File: src/rtl/cfg_loader_pkg.sv
package cfg_loader_pkg;
  typedef enum logic [3:0] {
    ST_IDLE, ST_PREP, ST_PROG, ST_WAIT_INIT_LO, ST_WAIT_INIT_HI,
    ST_PREAMBLE, ST_STREAM, ST_DRAIN, ST_WAIT_DONE, ST_REPORT
  } seqState_e;

  // strobes from control to datapath
  typedef struct packed {
    logic loadBit;
    logic bitVal;
    logic clearTimer;
  } dpCmd_t;

  localparam logic [1:0] CODE_OK        = 2'd0;
  localparam logic [1:0] CODE_INIT_HIGH = 2'd1;
  localparam logic [1:0] CODE_INIT_LOW  = 2'd2;
  localparam logic [1:0] CODE_NO_DONE   = 2'd3;
  localparam logic [15:0] SYNC_WORD     = 16'hFF20;
endpackage

File: src/rtl/cfg_loader_dp.sv
module cfg_loader_dp
  import cfg_loader_pkg::*;
#(
  parameter int PHASE_CLKS = 4,
  parameter int MS_CLKS    = 50000
) (
  input  logic   clk,
  input  logic   rstN,
  input  dpCmd_t cmd,
  output logic   bitBusy,
  output logic   msTick,
  output logic   cclkOut,
  output logic   dataOut
);
  localparam int PH_W = $clog2(PHASE_CLKS + 1);
  localparam int MS_W = $clog2(MS_CLKS + 1);

  logic [PH_W-1:0] phCnt;
  logic [MS_W-1:0] msCnt;
  logic [1:0]      phase;
  logic            bitReg;
  logic            phaseEnd;

  assign phaseEnd = (phCnt == PH_W'(PHASE_CLKS - 1));
  assign msTick   = (msCnt == MS_W'(MS_CLKS - 1));

  always_ff @(posedge clk or negedge rstN) begin
    if (!rstN) begin
      msCnt   <= '0;
      phCnt   <= '0;
      phase   <= '0;
      bitBusy <= 1'b0;
      bitReg  <= 1'b1;
    end else begin
      if (cmd.clearTimer || msTick) msCnt <= '0;
      else                          msCnt <= msCnt + 1'b1;

      if (cmd.loadBit) begin
        bitBusy <= 1'b1;
        phase   <= '0;
        phCnt   <= '0;
        bitReg  <= cmd.bitVal;
      end else if (bitBusy) begin
        if (phaseEnd) begin
          phCnt <= '0;
          phase <= phase + 1'b1;
          if (phase == 2'd3) bitBusy <= 1'b0;
        end else begin
          phCnt <= phCnt + 1'b1;
        end
      end
    end
  end

  // phases: 0 low/1, 1 low/bit, 2 high/bit, 3 high/1
  assign cclkOut = bitBusy ? phase[1] : 1'b1;
  assign dataOut = (bitBusy && (phase == 2'd1 || phase == 2'd2)) ? bitReg : 1'b1;

  p_rise_stable_r7: assert property (@(posedge clk) disable iff (!rstN)
    $rose(cclkOut) |-> $stable(dataOut));
  p_fall_data_high_r7: assert property (@(posedge clk) disable iff (!rstN)
    $fell(cclkOut) |-> dataOut);
  p_idle_pins_r1: assert property (@(posedge clk) disable iff (!rstN)
    !bitBusy |-> (cclkOut && dataOut));
endmodule

File: src/rtl/cfg_loader_ctrl.sv
module cfg_loader_ctrl
  import cfg_loader_pkg::*;
#(
  parameter int POLL_LIMIT    = 3,
  parameter bit SEND_PREAMBLE = 1'b1
) (
  input  logic       clk,
  input  logic       rstN,
  input  logic       start,
  input  logic       bitValid,
  input  logic       bitData,
  input  logic       bitLast,
  input  logic       initSync,
  input  logic       doneSync,
  input  logic       bitBusy,
  input  logic       msTick,
  output dpCmd_t     cmd,
  output logic       bitReady,
  output logic       progAct,
  output logic       busy,
  output logic       resultValid,
  output logic [1:0] resultCode
);
  localparam int PC_W = $clog2(POLL_LIMIT + 2);

  seqState_e       state, stateNext;
  logic [PC_W-1:0] pollCnt;
  logic [3:0]      preIdx;
  logic            firstPoll;
  logic            inWait, waitMet, overLimit, setCode;
  logic [1:0]      codeNext, failCode;

  assign inWait = (state == ST_WAIT_INIT_LO) || (state == ST_WAIT_INIT_HI) ||
                  (state == ST_WAIT_DONE);
  assign overLimit = (pollCnt > PC_W'(POLL_LIMIT));

  always_comb begin
    case (state)
      ST_WAIT_INIT_LO: begin waitMet = !initSync; failCode = CODE_INIT_HIGH; end
      ST_WAIT_INIT_HI: begin waitMet = initSync;  failCode = CODE_INIT_LOW;  end
      default:         begin waitMet = doneSync;  failCode = CODE_NO_DONE;   end
    endcase
  end

  always_comb begin
    stateNext = state;
    cmd       = '0;
    bitReady  = 1'b0;
    setCode   = 1'b0;
    codeNext  = CODE_OK;
    case (state)
      ST_IDLE: if (start) stateNext = ST_PREP;
      ST_PREP: stateNext = ST_PROG;
      ST_PROG: begin
        stateNext      = ST_WAIT_INIT_LO;
        cmd.clearTimer = 1'b1;
      end
      ST_WAIT_INIT_LO, ST_WAIT_INIT_HI, ST_WAIT_DONE: begin
        if (msTick && overLimit) begin
          stateNext = ST_REPORT;
          setCode   = 1'b1;
          codeNext  = failCode;
        end else if ((firstPoll || msTick) && waitMet) begin
          if (state == ST_WAIT_INIT_LO) begin
            stateNext      = ST_WAIT_INIT_HI;
            cmd.clearTimer = 1'b1;
          end else if (state == ST_WAIT_INIT_HI) begin
            stateNext = SEND_PREAMBLE ? ST_PREAMBLE : ST_STREAM;
          end else begin
            stateNext = ST_REPORT;
            setCode   = 1'b1;
          end
        end
      end
      ST_PREAMBLE: if (!bitBusy) begin
        cmd.loadBit = 1'b1;
        cmd.bitVal  = SYNC_WORD[4'd15 - preIdx];
        if (preIdx == 4'd15) stateNext = ST_STREAM;
      end
      ST_STREAM: begin
        bitReady = !bitBusy;
        if (bitReady && bitValid) begin
          cmd.loadBit = 1'b1;
          cmd.bitVal  = bitData;
          if (bitLast) stateNext = ST_DRAIN;
        end
      end
      ST_DRAIN: if (!bitBusy) begin
        stateNext      = ST_WAIT_DONE;
        cmd.clearTimer = 1'b1;
      end
      default: stateNext = ST_IDLE;
    endcase
  end

  always_ff @(posedge clk or negedge rstN) begin
    if (!rstN) begin
      state      <= ST_IDLE;
      pollCnt    <= '0;
      preIdx     <= '0;
      firstPoll  <= 1'b0;
      resultCode <= CODE_OK;
    end else begin
      state     <= stateNext;
      firstPoll <= cmd.clearTimer;
      if (cmd.clearTimer)         pollCnt <= '0;
      else if (inWait && msTick)  pollCnt <= pollCnt + 1'b1;
      if (state == ST_PROG)                        preIdx <= '0;
      else if (state == ST_PREAMBLE && cmd.loadBit) preIdx <= preIdx + 1'b1;
      if (setCode) resultCode <= codeNext;
    end
  end

  assign progAct     = (state == ST_PROG) || (state == ST_WAIT_INIT_LO);
  assign busy        = (state != ST_IDLE) && (state != ST_REPORT);
  assign resultValid = (state == ST_REPORT);

  p_result_pulse_r5: assert property (@(posedge clk) disable iff (!rstN)
    resultValid |=> !resultValid);
  p_busy_drop_r11: assert property (@(posedge clk) disable iff (!rstN)
    resultValid |-> !busy);
  p_prog_in_run_r2: assert property (@(posedge clk) disable iff (!rstN)
    progAct |-> busy);
  p_ready_idle_r9: assert property (@(posedge clk) disable iff (!rstN)
    bitReady |-> !bitBusy);
  p_poll_bound_r6: assert property (@(posedge clk) disable iff (!rstN)
    inWait |-> (pollCnt <= PC_W'(POLL_LIMIT + 1)));
endmodule

File: src/rtl/cfg_serial_loader.sv
module cfg_serial_loader
  import cfg_loader_pkg::*;
#(
  parameter int PHASE_CLKS       = 4,
  parameter int MS_CLKS          = 50000,
  parameter int POLL_LIMIT       = 3,
  parameter bit PROG_ACTIVE_HIGH = 1'b0,
  parameter bit SEND_PREAMBLE    = 1'b1
) (
  input  logic       clk,
  input  logic       rstN,
  input  logic       start,
  input  logic       bitValid,
  input  logic       bitData,
  input  logic       bitLast,
  output logic       bitReady,
  input  logic       initIn,
  input  logic       doneIn,
  output logic       progOut,
  output logic       cclkOut,
  output logic       dataOut,
  output logic       busy,
  output logic       resultValid,
  output logic [1:0] resultCode
);
  dpCmd_t     cmd;
  logic       bitBusy, msTick, progAct;
  logic [1:0] initPipe, donePipe;

  always_ff @(posedge clk or negedge rstN) begin
    if (!rstN) begin
      initPipe <= '0;
      donePipe <= '0;
    end else begin
      initPipe <= {initPipe[0], initIn};
      donePipe <= {donePipe[0], doneIn};
    end
  end

  cfg_loader_ctrl #(.POLL_LIMIT(POLL_LIMIT), .SEND_PREAMBLE(SEND_PREAMBLE)) u_ctrl (
    .clk(clk), .rstN(rstN), .start(start), .bitValid(bitValid), .bitData(bitData),
    .bitLast(bitLast), .initSync(initPipe[1]), .doneSync(donePipe[1]),
    .bitBusy(bitBusy), .msTick(msTick), .cmd(cmd), .bitReady(bitReady),
    .progAct(progAct), .busy(busy), .resultValid(resultValid), .resultCode(resultCode)
  );

  cfg_loader_dp #(.PHASE_CLKS(PHASE_CLKS), .MS_CLKS(MS_CLKS)) u_dp (
    .clk(clk), .rstN(rstN), .cmd(cmd), .bitBusy(bitBusy), .msTick(msTick),
    .cclkOut(cclkOut), .dataOut(dataOut)
  );

  generate
    if (PROG_ACTIVE_HIGH) begin : g_prog_hi
      assign progOut = progAct;
    end else begin : g_prog_lo
      assign progOut = ~progAct;
    end
  endgenerate
endmodule

File: config.mk
export PLATFORM = sky130hd
export DESIGN_NAME = cfg_serial_loader
export DESIGN_NICKNAME = d
export VERILOG_FILES = /design/src/rtl/cfg_loader_pkg.sv /design/src/rtl/cfg_loader_dp.sv /design/src/rtl/cfg_loader_ctrl.sv /design/src/rtl/cfg_serial_loader.sv
export SDC_FILE = /design/constraint.sdc
export NUM_CORES = 1
export LEC_CHECK = 0
export BUFFER_PORTS_ARGS = -buffer_cell sky130_fd_sc_hd__buf_2
export CAP_MARGIN = 0
export CORE_UTILIZATION = 54
export CTS_BUF_LIST = sky130_fd_sc_hd__clkbuf_4
export DETAILED_ROUTE_END_ITERATION = 8
export GPL_ROUTABILITY_DRIVEN = 1
export PLACE_DENSITY = 0.81
export SYNTH_ARGS = -nofsm -noshare
export SYNTH_HDL_FRONTEND = slang
export SYNTH_SLANG_ARGS = --single-unit
File: constraint.sdc
create_clock -name clk -period 1.8 [get_ports clk]
set_input_delay 0 -clock clk [delete_from_list [all_inputs] [get_ports clk]]
set_output_delay 0 -clock clk [all_outputs]
set_load 0.02 [all_outputs]
==> reports/results.tsv, run 1 <==
metric	value	unit
Mapped Area	2240	sq um
Logic pwr share	54.0	%
Root Driver	clkbuf_4	
DP Wirelength	3650	microns
max-cap violations	0	
Max stage delay on crit path	0.55	ns
Yosys top cell area share	44.6	%
CTS tree	yes	
Initial Util	56.1	%
M1 WL	2170	microns
Layout area overhead	26.5	%
Hold Path Class	input port to asynchronous set/reset pin	
Net Sw Power	0.00165	W
Highest Clock Rate	531	MHz
ANT nets after route	0	
Pwr Density	1380	nW/um^2
vias in the first global route	1920	
dpl cells	329	
diode count	0	
dpl cell area	2620	sq um
aggregate global routing overflow	0	
RSZ-0062 raised after global routing	yes	
Initial DRC Count	88	
Total Nets Final	310	
initial antenna violation count	0	
Final Cell Area	2840	sq um
first-pass GRT wire length	8270	microns
Multi-input gate area	1220	sq um
routed wire length	5090	microns
gpl congestion	0.838	
Worst Tran Pin Value	0.506	ns
Hold Slack	0.133	ns
Leakage	1.36	nW
Core Area	4000	sq um
Worst Path Class, Setup	flip-flop to flip-flop	
Global Route Usage Sum	25.8	%
TritonCTS Sinks	41	
final setup vio count	23	
die width	66.4	microns
FFs w/ async S/R, synth	100	%
fin crit share	105	%
number of buffers on the longest clock path	2	
first-pass iteration count of the detailed router	4	
clock slew at reported path FFs	0.13	ns
pin count of the biggest net entering global routing	24	
WP buf/inv	1	
critical path data required time	2.06	ns
crit path DAT	2.14	ns
final worst slack	-0.0815	ns
Net Count, Synth	255	
Critical Path Slowest Stage Cell	or4b_4	
met3 wire length	165	microns
# IOs	16	
via count	1894	
non-filler cells in the finished layout	346	
sequence of cells on the critical path	or4b_4 -> nor4_4 -> and2_1 -> buf_4 -> mux2i_1 -> nor2_1	
sequential share of the synthesized area	45.8	%
Pint	0.00228	W
H-tree levels	2	
Worst Path Max Fanout	5	
Clk pwr share	11.7	%
Post-synth EDFFs	0	
Via density	5.47	
Fin Clk Skew	0.0178	ns
peak supply drop	0.910	mV
Synth warnings	0	
syn_area_per_cell	9.34	sq um
cell with the most instances after synthesis	nor2_1	
Yosys cell types	48	
row cnt	23	
Mapped Cells	240	
Final Max Tran Viols	0	
Crit. Startpoint	u_dp.msCnt[10]$_DFF_PN0_	
hold violation total from the final report	0	
switch share	41.9	%
Num CTS Buffers	5	
Yosys top cell by area	dfrtp_1	
IO buf count	15	
r2r startpoint	u_dp.msCnt[10]$_DFF_PN0_	
startpoint types	flip-flop	
sequential power share	34.3	%
min Tclk post-route	1.88	ns
worst skew pair latency	0.35	ns
failing checks	negative setup slack	
Most used DFF post-synth	dfrtp_1	
wire length per cell	14.7	microns
run status	complete, but fails checks	
DR WL met2	2620	microns
max layer used	met4	
top post-synthesis cells by area	dfrtp_1, nor2_1, xor2_1	
FF+latch count, synth	41	
die outline height	66.4	microns
Crit path max-delay family	simple AND/OR/NAND/NOR gates	
Die Area	4410	sq um
pre-CTS setup slack	-0.104	ns
CP Capture Type	flip-flop	
register area	1030	sq um
Post-synth top cells	nor2_1, dfrtp_1, nand2_1, xor2_1, nand3_1	
Slew headroom	66.2	%
share of layout cells above drive strength 1	30.1	%
DRC	0	
number of fillers in the final layout	300	
==> metal layers <==
layer,global-route usage [%],vias to the layer above
li1,-,944
met3,5.34,13
met4,13.0,0
met5,0,-
met1,29.2,900
met2,45.4,37
==> sequential cells by signal, indices dropped and copies added (netlist names), 3 cells and up <==
name / cells
u_dp.phCnt: 3
u_ctrl.pollCnt: 3
u_ctrl.state: 4
u_ctrl.preIdx: 4
u_dp.msCnt: 16
==> per-stage QoR <==
step / utilization, % / setup TNS, ns / power (W)
final: 70.9 / -0.976 / 0.00392
after detailed placement: 65.4 / -0.496 / 0.00328
after CTS: 68.8 / -0.394 / 0.00379
after global placement: 65.4 / -0.0567 / 0.00318
after global routing: 70.9 / -3.37 / 0.00422
after floorplan: - / -0.0611 / 0.00254
==> kinds of logic after synthesis <==
group	count (synthesis)	share of synthesized area [%]
xor gates and xnor gates	20	7.81
muxes	3	1.34
and+or+nand+nor	116	26.4
adders and majority gates	7	3.91
AOI/OAI and AO/OA	35	11.3
DFF	41	45.8
buffers and inverters	18	3.40
==> cells in the final DEF, fill, tap and decap left out, types with 2 or more instances in the layout <==
cell type / count
nor2_2: 4
clkbuf_4: 5
a32o_1: 3
inv_1: 8
ha_1: 6
nand2_1: 18
buf_4: 36
nand2b_1: 6
nor2_1: 34
nor3_2: 2
nor3_1: 6
and3_1: 2
dfrtp_2: 2
nor2b_1: 5
dlygate4sd3_1: 5
a21oi_1: 6
xor2_1: 15
dfrtp_1: 38
nand4bb_1: 2
mux2i_1: 3
clkinv_2: 2
nor2_4: 4
nand4_1: 3
nand3b_1: 2
a21o_1: 2
nand2_2: 2
o21ai_0: 6
or3_1: 2
and4_1: 2
buf_2: 15
xnor2_1: 5
o22ai_1: 2
nand3_1: 13
==> power groups by stage <==
stage               clock network (W)  logic [W]  registers (W)
CTS                          0.000475    0.00198        0.00134
global route                 0.000504    0.00234        0.00138
finish                       0.000458    0.00212        0.00135
detailed placement                  0    0.00193        0.00135
floorplan                           0    0.00126        0.00127
global placement                    0    0.00184        0.00134
==> final timing paths <==
check	cells after the start	slack (ns)	to
max	6	-0.08	u_ctrl.pollCnt[1]$_DFFE_PN0P_
min	2	0.13	u_dp.msCnt[9]$_DFF_PN0_
max reg2reg	6	-0.08	u_ctrl.pollCnt[1]$_DFFE_PN0P_
min reg2reg	0	0.37	donePipe[1]$_DFF_PN0_
max in group asynchronous	3	1.11	initPipe[1]$_DFF_PN0_
min in group clk	5	0.18	u_ctrl.state[2]$_DFFE_PN0P_
==> timing repair <==
item | 4_1_cts | 5_1_grt
endpoints found under the hold margin | 24 | 0
setup endpoints to repair | 11 | 29
resized for setup | 4 | 18
hold buffers | 5 | 0
setup buffers | 3 | 1
gates cloned | 0 | 1
pin swaps | 3 | 6
==> cell type report <==
| class | instances | area share, % |
|---|---|---|
| sequential | 41 | 36.3 |
| tap | 50 | 2.21 |
| multi-input combinational | 181 | 42.9 |
| inverter | 8 | 1.06 |
| clock buffer | 5 | 1.32 |
| clock inverter | 3 | 0.618 |
| timing repair buffer | 58 | 15.5 |
(Power assumes the default switching activity.)
==> inputs of run 2 (changes only) <==
==> constraint.sdc (replaced) <==
create_clock -name clk -period 1.7 [get_ports clk]
set_input_delay 0 -clock clk [delete_from_list [all_inputs] [get_ports clk]]
set_output_delay 0 -clock clk [all_outputs]
set_load 0.02 [all_outputs]
==> run 2 against run 1 <==
Net effect: the run still ends with negative setup slack left; die area is the same; first-iteration DRC count grew 36%; combinational power grew 17%; maximum frequency shrank 2.1%; count of clock-buffer cells in the layout is the same; sequential share of layout area shrank 2.3 points; global-route usage grew 0.15 points; sequential power grew 6%; clock skew shrank 0.0059 ns; critical path type unchanged.
==> reports/results.tsv, run 2 (synthesis results as in run 1) <==
metric	value	unit
share of layout cells above drive strength 1	34.8	%
Pwr Density	1490	nW/um^2
max reg flops	16	
Hold Path Class	input port to flip-flop	
clock slew at reported path FFs	0.13	ns
IO buf count	15	
DRC	0	
via count	1974	
RSZ-0062 raised after global routing	yes	
Initial Util	56.1	%
die outline height	66.4	microns
Via density	5.61	
row cnt	23	
Slew headroom	65.5	%
failing checks	negative setup slack	
min Tclk post-route	1.92	ns
Largest regs	u_dp.msCnt: 16 flops, u_ctrl.preIdx: 4 flops, u_ctrl.state: 4 flops	
Worst Path Class, Setup	flip-flop to flip-flop	
DP Wirelength	3420	microns
Die Area	4410	sq um
Final Cell Area	3030	sq um
busiest grt layer	met2	
worst skew pair latency	0.35	ns
Total Nets Final	316	
diode count	0	
dpl cell area	2670	sq um
hold violation total from the final report	0	
final worst slack	-0.223	ns
Core Area	4000	sq um
CTS tree	yes	
Critical Path Slowest Stage Cell	or4b_4	
number of buffers on the longest clock path	2	
vias in the first global route	1992	
Initial DRC Count	120	
startpoint types	flip-flop	
Worst Path Max Fanout	8	
aggregate global routing overflow	0	
gpl congestion	0.853	
routed wire length	5420	microns
initial antenna violation count	0	
critical path data required time	1.94	ns
Hold Slack	0.213	ns
max-cap violations	0	
pin count of the biggest net entering global routing	42	
# IOs	16	
peak supply drop	1.01	mV
Max stage delay on crit path	0.55	ns
Fin Clk Skew	0.0118	ns
TritonCTS Sinks	41	
fin crit share	113	%
Largest Register	u_dp.msCnt	
run status	complete, but fails checks	
Worst Tran Pin Value	0.518	ns
final setup vio count	26	
die width	66.4	microns
H-tree levels	2	
met2 usage	44.9	%
crit path DAT	2.17	ns
sequence of cells on the critical path	or4b_4 -> nor4_4 -> buf_4 -> buf_6 -> a311o_2 -> clkbuf_16 -> nor2_1	
CP Capture Type	flip-flop	
Final Max Tran Viols	0	
Root Driver	clkbuf_4	
ANT nets after route	0	
most frequent cells in the layout	dfrtp_1, buf_4, nor2_1	
Global Route Usage Sum	25.9	%
wire length per cell	15.4	microns
Highest Clock Rate	520	MHz
GR Util met3	5.69	%
Leakage	1.41	nW
Num CTS Buffers	5	
first-pass GRT wire length	8500	microns
GRT met1 Usage	30.5	%
Layout area overhead	35.2	%
first-pass iteration count of the detailed router	4	
==> run 2: changes by cell type in the layout (fill, tap and decap cells not counted), moves of 2 or more <==
cell / change
buf_4: +2
clkinv_2: -2
buf_6: +4
nor2_1: -7
nor2_2: -3
nor2_4: +10
==> run 2: where the power goes <==
group          internal [W]  switching, W
combinational       0.00114       0.00133
clock              0.000305      0.000329
sequential          0.00121      0.000222
==> run 2: final timing paths <==
kind                                     startpoint                               end  slack, ns  cells past startpoint
max                        u_dp.msCnt[10]$_DFF_PN0_          u_dp.msCnt[12]$_DFF_PN0_      -0.22                      7
min                                         bitLast       u_ctrl.state[2]$_DFFE_PN0P_       0.21                      5
max reg2reg                u_dp.msCnt[10]$_DFF_PN0_          u_dp.msCnt[12]$_DFF_PN0_      -0.22                      7
min reg2reg                   donePipe[0]$_DFF_PN0_             donePipe[1]$_DFF_PN0_       0.37                      0
max in group asynchronous                      rstN           u_dp.bitReg$_DFFE_PN1P_       1.10                      3
min in group asynchronous                      rstN  u_ctrl.resultCode[0]$_DFFE_PN0P_       0.23                      3
==> run 2: through the flow <==
step / setup WS, ns / TNS, ns / utilization [%] / cells / power, W
3_5_place_dp: -0.213 / -2.10 / 66.8 / 335 / 0.00349
4_1_cts: -0.156 / -3.22 / 71.0 / 350 / 0.00418
2_1_floorplan: -0.136 / -0.532 / - / 240 / 0.00269
3_3_place_gp: -0.120 / -0.838 / 66.8 / 335 / 0.00342
5_1_grt: -0.289 / -6.48 / 75.8 / 352 / 0.00486
6_report: -0.223 / -4.64 / 75.8 / 352 / 0.00453
==> run 2: repair_timing <==
item,in CTS,in global routing
hold endpoints to repair,43,0
cloned,0,1
hold buffers,5,0
setup buffers,2,1
pin swaps,6,16
resized for setup,9,41
endpoints found under the setup margin,26,35
==> run 2: worst max-delay path: cells and delay by family (launching register included) <==
kind                   cells  cell delay [ns]
AOI/OAI and AO/OA          1             0.18
buffers and inverters      3             0.45
DFF                        1             0.42
and+or+nand+nor            3             0.76
==> run 2: cell type report <==
class	instances	area, sq um
Multi-Input combinational cell	181	1310
Timing Repair Buffer	64	515
Clock buffer	5	37.5
Sequential cell	41	1030
Clock inverter	3	41.3
Fill cell	257	970
Tap cell	50	62.6
Inverter	8	30.0
==> run 2: metal layers <==
metal	up-vias	part of all wire [%]
met4	0	1.6
li1	952	-
met5	-	0
met3	9	3.0
met2	44	53
met1	969	42
==> inputs of run 3 (changes only) <==
--- a/config.mk
+++ b/config.mk
@@ -5,6 +5,7 @@
 export SDC_FILE = /design/constraint.sdc
 export NUM_CORES = 1
 export LEC_CHECK = 0
+export ABC_AREA = 1
 export BUFFER_PORTS_ARGS = -buffer_cell sky130_fd_sc_hd__buf_2
 export CAP_MARGIN = 0
 export CORE_UTILIZATION = 54
@@ -12,6 +13,7 @@
 export DETAILED_ROUTE_END_ITERATION = 8
 export GPL_ROUTABILITY_DRIVEN = 1
 export PLACE_DENSITY = 0.81
+export SLEW_MARGIN = 15
 export SYNTH_ARGS = -nofsm -noshare
 export SYNTH_HDL_FRONTEND = slang
 export SYNTH_SLANG_ARGS = --single-unit
==> run 3 against run 2 <==
Net effect: the run now ends clean; clock skew is 0.0018 ns lower; sequential power decreased by 3%; global-route usage down 3.2 points; count of clock-buffer cells in the layout unchanged; critical endpoint is now u_dp.msCnt[4]$_DFF_PN0_; highest routed layer unchanged.
==> reports/results.tsv, run 3 <==
metric	value	unit
RSZ-0062 raised after global routing	yes	
vias in the first global route	1755	
IO buf count	15	
die width	66.6	microns
Post-synth top cells	nand2_1, dfrtp_1, nor2_1, inv_1, nand3_1	
CP Capture Type	flip-flop	
final worst slack	0.0679	ns
row cnt	23	
share of layout cells above drive strength 1	27.6	%
Pwr Density	1300	nW/um^2
Layout area overhead	21.8	%
FFs w/ async S/R, synth	100	%
TritonCTS Sinks	41	
Worst Path Max Fanout	8	
die outline height	66.6	microns
HP Start	bitValid	
sequential share of the synthesized area	45.6	%
wire length per cell	11.7	microns
run status	finished clean	
Yosys top cell area share	44.5	%
critical path data required time	1.95	ns
first-pass GRT wire length	7480	microns
r2r setup slk	0.07	ns
Synth warnings	0	
simple-gate share of the synthesized area	33.3	%
startpoint types	flip-flop	
Net Count, Synth	304	
Leakage	1.34	nW
Hold Path Class	input port to flip-flop	
dpl cell area	2460	sq um
aggregate global routing overflow	0	
Largest regs	u_dp.msCnt: 16 flops, u_ctrl.preIdx: 4 flops, u_ctrl.state: 4 flops	
switch share	44.9	%
Final Max Tran Viols	0	
most frequent cells in the layout	nand2_1, dfrtp_1, inv_1	
Crit path max-delay family	simple AND/OR/NAND/NOR gates	
diode count	0	
peak supply drop	0.799	mV
Logic pwr share	46.9	%
commonest non-fill, non-tap cell in the layout	nand2_1	
Worst Path Class, Setup	flip-flop to flip-flop	
Via density	5.21	
register area	1030	sq um
WP buf/inv	1	
first-pass iteration count of the detailed router	4	
sequential power share	39.2	%
non-filler cells in the finished layout	380	
Yosys top cell by area	dfrtp_1	
DP Wirelength	3270	microns
min Tclk post-route	1.63	ns
Largest Register	u_dp.msCnt	
ANT nets after route	0	
final setup vio count	0	
max-cap violations	0	
pin count of the biggest net entering global routing	42	
largest family of logic cells by synthesized area	simple AND/OR/NAND/NOR gates	
Die Area	4430	sq um
Max stage delay on crit path	0.42	ns
FF+latch count, synth	41	
worst skew pair latency	0.36	ns
Net Sw Power	0.00160	W
hold path endpoint	u_dp.bitReg$_DFFE_PN1P_	
max reg flops	16	
Slew headroom	66.2	%
Pint	0.00196	W
sequence of cells on the critical path	ha_4 -> nand3_2 -> nor2_1 -> nand2_2 -> nand2_1 -> nand2_2 -> inv_2 -> nand2_4 -> nand3_4 -> nor2_1	
mux contribution to synthesized area	0	%
gpl congestion	0.862	
Compound-Gate Fraction of Synth Area	5.78	%
crit path DAT	1.88	ns
Fin Clk Skew	0.0101	ns
Initial Util	56.3	%
Global Route Usage Sum	22.7	%
DRC	0	
Final Cell Area	2740	sq um
Post-Synth XOR/XNOR Area	5.06	%
Total Nets Final	344	
number of buffers on the longest clock path	2	
Core Area	4000	sq um
total power	0.00356	W
reg2reg end	u_dp.msCnt[4]$_DFF_PN0_	
fin crit share	96.0	%
clock slew at reported path FFs	0.13	ns
Highest Clock Rate	613	MHz
Num CTS Buffers	5	
Post-synth EDFFs	0	
Worst Tran Pin Value	0.507	ns
initial antenna violation count	0	
Initial DRC Count	116	
Mapped Area	2250	sq um
pre-CTS setup slack	-0.0701	ns
CTS tree	yes	
number of fillers in the final layout	325	
routed wire length	4460	microns
cell with the most instances after synthesis	nand2_1	
Critical Path Slowest Stage Cell	dfrtp_1	
syn_area_per_cell	7.79	sq um
top post-synthesis cells by area	dfrtp_1, nand2_1, nor2_1	
hold violation total from the final report	0	
Post-Synth Adder-Cell Area	3.89	%
FF-to-FF path depth	10	
Clk pwr share	14.0	%
H-tree levels	2	
Cells on Worst Hold Path	5	
Root Driver	clkbuf_4	
Multi-input gate area	1240	sq um
dpl cells	364	
Yosys cell types	29	
r2r startpoint	u_dp.msCnt[0]$_DFF_PN0_	
# IOs	16	
Mapped Cells	289	
Most used DFF post-synth	dfrtp_1	
via count	1978	
==> run 3: per-stage QoR <==
step,TNS [ns],util [%],hold WS (ns)
floorplan,0,-,-0.296
global placement,0,61.5,0.0789
detailed placement,-0.731,61.5,0.0855
CTS,0,64.8,0.0168
global route,-0.226,68.6,0.0548
finish,0,68.6,0.0234
==> run 3: logic make-up (layout without fill, tap and decap cells) <==
| logic type | count (synthesis) | in the layout |
|---|---|---|
| AND/OR/NAND/NOR | 168 | 169 |
| AO/OA/AOI/OAI | 24 | 24 |
| buffers and inverters | 36 | 76 |
| adder cells (fa/ha/maj) | 7 | 7 |
| flip-flops | 41 | 41 |
| XOR/XNOR | 13 | 13 |
==> run 3: what timing repair did <==
| action | CTS | global route |
|---|---|---|
| endpoints found under the setup margin | 17 | 32 |
| resized for setup | 5 | 37 |
| hold buffers | 4 | 0 |
| buffers inserted | 0 | 3 |
| pin swaps | 0 | 7 |
| endpoints found under the hold margin | 43 | 0 |
| cloned | 1 | 0 |
==> run 3: power groups by stage <==
stage	sequential (W)	combinational (W)	clock [W]
global placement	0.00136	0.00139	0
CTS	0.00136	0.00150	0.000506
detailed placement	0.00138	0.00145	0
floorplan	0.00134	0.00106	0
finish	0.00139	0.00167	0.000497
global route	0.00142	0.00189	0.000541
==> run 3: area by class of cell <==
| class | instances | share of cell area [%] |
|---|---|---|
| clock buffers | 5 | 1.37 |
| clock inverters | 3 | 0.821 |
| inverters | 35 | 4.79 |
| multi-input cells | 213 | 45.1 |
| flip-flops and latches | 41 | 37.6 |
| well taps | 50 | 2.28 |
| repair buffers | 33 | 8.03 |
==> run 3: worst max-delay path by stage <==
| stage | start | to | slack [ns] | depth (start not counted) |
|---|---|---|---|---|
| global route | u_dp.msCnt[1]$_DFF_PN0_ | u_dp.msCnt[4]$_DFF_PN0_ | -0.04 | 10 |
| detailed placement | u_ctrl.pollCnt[1]$_DFFE_PN0P_ | u_dp.msCnt[2]$_DFF_PN0_ | -0.07 | 9 |
| CTS | u_dp.msCnt[1]$_DFF_PN0_ | u_ctrl.state[2]$_DFFE_PN0P_ | 0.01 | 10 |
| global placement | u_ctrl.pollCnt[0]$_DFFE_PN0P_ | u_dp.msCnt[15]$_DFF_PN0_ | 0.02 | 9 |
| floorplan | u_ctrl.pollCnt[0]$_DFFE_PN0P_ | u_dp.msCnt[8]$_DFF_PN0_ | 0.08 | 10 |
| finish | u_dp.msCnt[0]$_DFF_PN0_ | u_dp.msCnt[4]$_DFF_PN0_ | 0.07 | 10 |
==> run 3: metal layers <==
metal,GRT usage [%],up-vias,wire length [microns],share of wire (%)
li1,-,1001,-,-
met1,29.5,937,2050,46
met2,36.7,32,2190,49
met3,5.65,8,153,3.4
met4,7.45,0,69,1.5
met5,0,-,0,0
==> run 3: worst register-to-register path, cell delays in order, from the launching register on <==
cell and delay (ns):
dfrtp_1 0.42, ha_4 0.17, nand3_2 0.14, nor2_1 0.16
nand2_2 0.09, nand2_1 0.09, nand2_2 0.08, inv_2 0.07
nand2_4 0.08, nand3_4 0.17, nor2_1 0.08
